===== src/rtl/link_rx_pkg.sv =====
package link_rx_pkg;
  // Strobes from the control side into the storage side.
  typedef struct packed {
    logic push;   // store inData at write pointer
    logic pop;    // advance read pointer
  } fifoStrobes_t;
endpackage


===== src/rtl/link_rx_ctrl.sv =====
module link_rx_ctrl
  import link_rx_pkg::*;
#(
  parameter int DEPTH     = 16,
  parameter int RTT_WORDS = 4,
  parameter int LOW_MARK  = 8,
  localparam int CW = $clog2(DEPTH + 1)
) (
  input  logic         clk,
  input  logic         rst_n,
  input  logic         inValid,
  input  logic         outRead,
  output fifoStrobes_t strobes,
  output logic [CW-1:0] occ,
  output logic         xoff,
  output logic         overflowErr,
  output logic         throttleErr
);
  localparam logic [CW-1:0] FullLvl = CW'(DEPTH);
  localparam logic [CW-1:0] HighLvl = CW'(DEPTH - RTT_WORDS);
  localparam logic [CW-1:0] LowLvl  = CW'(LOW_MARK);

  logic [CW-1:0] occNext;
  logic          xoffNext;
  logic          dropNow;
  logic          notEmpty;

  assign notEmpty = (occ != '0);

  always_comb begin
    strobes.pop  = outRead && notEmpty;
    strobes.push = inValid && ((occ != FullLvl) || strobes.pop);
    dropNow      = inValid && !strobes.push;
    occNext      = occ + {{(CW-1){1'b0}}, strobes.push}
                       - {{(CW-1){1'b0}}, strobes.pop};
    if (occNext >= HighLvl)     xoffNext = 1'b1;
    else if (occNext < LowLvl)  xoffNext = 1'b0;
    else                        xoffNext = xoff;
  end

  always_ff @(posedge clk or negedge rst_n) begin
    if (!rst_n) begin
      occ         <= '0;
      xoff        <= 1'b0;
      overflowErr <= 1'b0;
      throttleErr <= 1'b0;
    end else begin
      occ         <= occNext;
      xoff        <= xoffNext;
      overflowErr <= overflowErr | dropNow;
      throttleErr <= throttleErr | xoffNext;
    end
  end
endmodule


===== src/rtl/link_rx_datapath.sv =====
module link_rx_datapath
  import link_rx_pkg::*;
#(
  parameter int DATA_W = 32,
  parameter int DEPTH  = 16,
  localparam int AW = (DEPTH > 1) ? $clog2(DEPTH) : 1
) (
  input  logic              clk,
  input  logic              rst_n,
  input  fifoStrobes_t      strobes,
  input  logic [DATA_W-1:0] inData,
  output logic [DATA_W-1:0] outData
);
  logic [DATA_W-1:0] store [DEPTH];
  logic [AW-1:0]     wrPtr;
  logic [AW-1:0]     rdPtr;
  logic [AW-1:0]     wrPtrInc;
  logic [AW-1:0]     rdPtrInc;

  generate
    if ((1 << AW) == DEPTH) begin : g_pow2
      assign wrPtrInc = wrPtr + 1'b1;
      assign rdPtrInc = rdPtr + 1'b1;
    end else begin : g_wrap
      assign wrPtrInc = (wrPtr == AW'(DEPTH - 1)) ? '0 : wrPtr + 1'b1;
      assign rdPtrInc = (rdPtr == AW'(DEPTH - 1)) ? '0 : rdPtr + 1'b1;
    end
  endgenerate

  always_ff @(posedge clk or negedge rst_n) begin
    if (!rst_n) begin
      wrPtr <= '0;
      rdPtr <= '0;
    end else begin
      if (strobes.push) wrPtr <= wrPtrInc;
      if (strobes.pop)  rdPtr <= rdPtrInc;
    end
  end

  always_ff @(posedge clk) begin
    if (strobes.push) store[wrPtr] <= inData;
  end

  assign outData = store[rdPtr];
endmodule


===== src/rtl/link_rx_buffer.sv =====
module link_rx_buffer
  import link_rx_pkg::*;
#(
  parameter int DATA_W    = 32,
  parameter int DEPTH     = 16,
  parameter int RTT_WORDS = 4,
  parameter int LOW_MARK  = 8
) (
  input  logic              clk,
  input  logic              rst_n,
  input  logic              inValid,
  input  logic [DATA_W-1:0] inData,
  output logic              xoff,
  input  logic              outRead,
  output logic              outValid,
  output logic [DATA_W-1:0] outData,
  output logic              overflowErr,
  output logic              throttleErr
);
  localparam int CW = $clog2(DEPTH + 1);

  fifoStrobes_t  strobes;
  logic [CW-1:0] occ;

  link_rx_ctrl #(
    .DEPTH(DEPTH), .RTT_WORDS(RTT_WORDS), .LOW_MARK(LOW_MARK)
  ) u_ctrl (
    .clk(clk), .rst_n(rst_n), .inValid(inValid), .outRead(outRead),
    .strobes(strobes), .occ(occ), .xoff(xoff),
    .overflowErr(overflowErr), .throttleErr(throttleErr)
  );

  link_rx_datapath #(
    .DATA_W(DATA_W), .DEPTH(DEPTH)
  ) u_dp (
    .clk(clk), .rst_n(rst_n), .strobes(strobes),
    .inData(inData), .outData(outData)
  );

  assign outValid = (occ != '0);
endmodule


===== config.mk =====
export PLATFORM = sky130hd
export DESIGN_NAME = link_rx_buffer
export DESIGN_NICKNAME = d
export VERILOG_FILES = /design/src/rtl/link_rx_pkg.sv /design/src/rtl/link_rx_ctrl.sv /design/src/rtl/link_rx_datapath.sv /design/src/rtl/link_rx_buffer.sv
export SDC_FILE = /design/constraint.sdc
export NUM_CORES = 1
export LEC_CHECK = 0
export BUFFER_PORTS_ARGS = -buffer_cell sky130_fd_sc_hd__buf_2
export CORE_ASPECT_RATIO = 1.25
export CORE_UTILIZATION = 30
export DETAILED_ROUTE_END_ITERATION = 6
export MAX_ROUTING_LAYER = met4
export SLEW_MARGIN = 0
export SYNTH_ARGS = -nofsm -noshare
export SYNTH_HDL_FRONTEND = slang
export SYNTH_HIERARCHICAL = 1
export SYNTH_SLANG_ARGS = --single-unit

===== constraint.sdc =====
create_clock -name clk -period 9.4 [get_ports clk]
set_input_delay 0.94 -clock clk [delete_from_list [all_inputs] [get_ports clk]]
set_output_delay 0.94 -clock clk [all_outputs]
set_load 0.01 [all_outputs]

==> reports/summary.txt <==
Outcome = finished, violations left
Failing checks = DRC
Setup crit end kind = primary output
Max Freq = 0.214 GHz
H-tree depth = 2
First-pass GRT wire length = 64,700 µm
Netlist cell types = 33
Avg Inst Size Synth = 22.6 µm²
Hold Path Class = in -> async
Crit-path slowest cell = buf_4
Gates resized, CTS repair = 0
# IOs = 72
Share of cells above drive strength 1 = 29.8%
Final setup vio count = 0
Vias = 9,141
Met2 Usage GRT = 22.6%
Post-Layout Cell Count = 1,881
Family with the most delay on the worst path = buffers and inverters
Largest cells by area after synthesis = edfxtp_1 77%, mux4_2 14%, a22oi_1 2.4%
Synth Instances = 888
Maxcap violations = 0
Clk pwr share = 27.6%
Clock Skews = 0.0190 ns
Ys flop type = edfxtp_1
Most frequent CP cell = buf_4
CTS clock-pin slew for the worst setup and hold paths = 0.06 ns
Pleak = 7.33 nW
Internal Power = 4.77 mW
DRT Wirelength = 43,400 µm
Detailed-route DRC error count = 4
CP arrival = 3.72 ns
Final worst-path cycle share = 49.6%
Tightest Pin Transition = 1.10 ns
Total GRT Usage = 13.3%
Power Dens Cells = 296 nW/µm²
Nature of the critical path startpoint = flop
Endpoints failing hold = 0
Net Sw Power = 2.05 mW
Synthesis-to-layout area growth = 14.6%
Cts hold-fix bufs = 0
Clk sink count = 528
Die X = 233 µm
CTS tree = done
Minimum clock period after layout = 4.66 ns
Commonest cells post-synth = 512 x edfxtp_1, 128 x mux4_2, 64 x a22oi_1
Cell chain of the critical path = buf_4, buf_4, mux4_2, a22oi_1, nand2_1, buf_2
NumNets Final = 1,032
Combinational power share = 28.9%
Switching part of the total = 30.0%
# fillers = 6,067
Die ar. = 68,000 µm²
WP buf/inv = 3
Remaining antenna violation count after routing = 0
Total grt overflow = 0
Most frequent cell after synthesis = edfxtp_1
Synthesized area = 20,100 µm²
Sequential Power Share = 43.6%
CP Class = reg -> out
Avg Vias per Cell = 4.86
I/O Buffers = 71
Placed cell count = 1,790
Setup repair bufs after CTS = 0
Max-slew headroom = 26.8%
Post-synthesis register bit count = 528
CP required = 8.46 ns
Largest net degree at the start of global routing = 89
RSZ-0062 raised after global routing = no
GR Util met3 = 2.49%
First-pass DRT Iterations = 6
Num CTS Buffers = 48
DR WL/cell = 23.1 µm
Post-Syn Nets = 936
GPL Wtd Cong = 0.672
Bufs on Longest Clock Path = 3
Initial antenna violation count = 6
DRT iter0 DRCs = 760
Asr flop ratio synth = 3.03%
Core Footprint = 66,000 µm²
Vias in the first global route = 9,839
Peak VDD IR = 297 µV
Yosys top cell area share = 76.5%
Post-synth EDFFs = 512
Part of the Yosys area used for sequential elements = 78.5%
Root Buffer = clkbuf_16
Starting Density = 30.5%
GRT Max-Usage Layer = met2
Cell row count = 105
Synth area leader = edfxtp_1
Clock latency on the worst-skew pair = 0.57 ns
Die Ht = 291 µm
CP max FO = 73
Max incr delay on CP = 0.87 ns
HPWL after DPL = 22,100 µm
Yosys warns = 6
Met1 GRT Util = 16.4%
Max Slew Vio Count = 0
Post-Route Setup TNS = 0 ns
## placed cells by master (no fill, tap or decap), drive strengths merged, types with 2 or more instances in the layout
cell type and instances:
xor2 3, nand3 2, mux4 128, and2 10, buf 93, dfrtp 16
a22oi 64, a21oi 2, inv 14, clkbuf 66, nor3 3, diode 5
ha 11, nand4 2, bufinv 4, xnor2 7, nand2 40, clkinv 15
nor2b 4, nor2 9, edfxtp 512, and3 3, a21o 2
## registers in the layout (all words and copies together), names as in the netlist
register,cells
u_ctrl/throttleErr,1
u_dp/store,512
u_ctrl/occ,5
u_ctrl/overflowErr,1
u_dp/rdPtr,4
u_dp/wrPtr,4
u_ctrl/xoff,1
## final timing paths
check,start,end,slack [ns],cells past startpoint
worst min-delay path,rst_n,u_ctrl/overflowErr$_DFF_PN0_,0.30,1
worst min register to register,u_ctrl/overflowErr$_DFF_PN0_,u_ctrl/overflowErr$_DFF_PN0_,0.45,1
max in group asynchronous,rst_n,u_dp/rdPtr[1]$_DFFE_PN0P_,8.77,1
worst max-delay path,u_dp/rdPtr[1]$_DFFE_PN0P_,outData[26],4.74,6
worst max register to register,u_ctrl/occ[3]$_DFF_PN0_,u_dp/store[15][19]$_DFFE_PP_,6.37,9
min in group clk,u_ctrl/overflowErr$_DFF_PN0_,u_ctrl/overflowErr$_DFF_PN0_,0.45,1
## through the flow
stage	hold WS (ns)	worst slack, ns	instance area, µm²	total power [mW]	util, %
2_1_floorplan	0.493	5.16	20100	4.35	-
3_3_place_gp	0.440	5.32	21500	5.02	32.6
3_5_place_dp	0.443	5.30	21500	5.05	32.6
4_1_cts	0.292	4.67	23000	6.93	34.9
5_1_grt	0.315	4.57	23000	7.16	34.9
6_report	0.302	4.74	23000	6.81	34.9
## metal layers
metal,vias to the layer above,part of all wire [%]
li1,3914,-
met1,4960,41
met2,231,52
met3,36,5.2
met4,0,1.4
met5,-,0
## logic make-up (layout without fill, tap and decap cells)
family                   count (synthesis)  in the layout  share of synthesized area (%)
flip-flops                             528            528                           78.5
multiplexers                           129            129                           14.4
AND/OR/NAND/NOR                         77             77                           1.78
AO/OA/AOI/OAI                           72             72                           2.65
buffers and inverters                   60            192                           1.44
adder cells (fa/ha/maj)                 12             12                          0.785
XOR/XNOR                                10             10                          0.436
other                                    0              5                              0
## power by group through the flow
stage | Combinational [mW] | Clock [mW] | Sequential [mW]
floorplan | 1.42 | 0 | 2.93
global placement | 2.01 | 0 | 3.01
detailed placement | 2.03 | 0 | 3.02
CTS | 2.04 | 1.92 | 2.98
global route | 2.15 | 2.02 | 3.00
finish | 1.97 | 1.88 | 2.97
## area by class of cell
| type | count | area [µm²] | share of cell area (%) |
|---|---|---|---|
| Antenna cell | 5 | 12.5 | 0.0543 |
| Clock buffer | 66 | 1280 | 5.55 |
| Clock inverter | 20 | 204 | 0.886 |
| Inverter | 13 | 48.8 | 0.212 |
| Multi-Input combinational cell | 300 | 4090 | 17.8 |
| Sequential cell | 528 | 15800 | 68.5 |
| Tap cell | 856 | 1070 | 4.65 |
| Timing Repair Buffer | 93 | 533 | 2.31 |
Note: power is estimated with default switching activity, not from simulation.
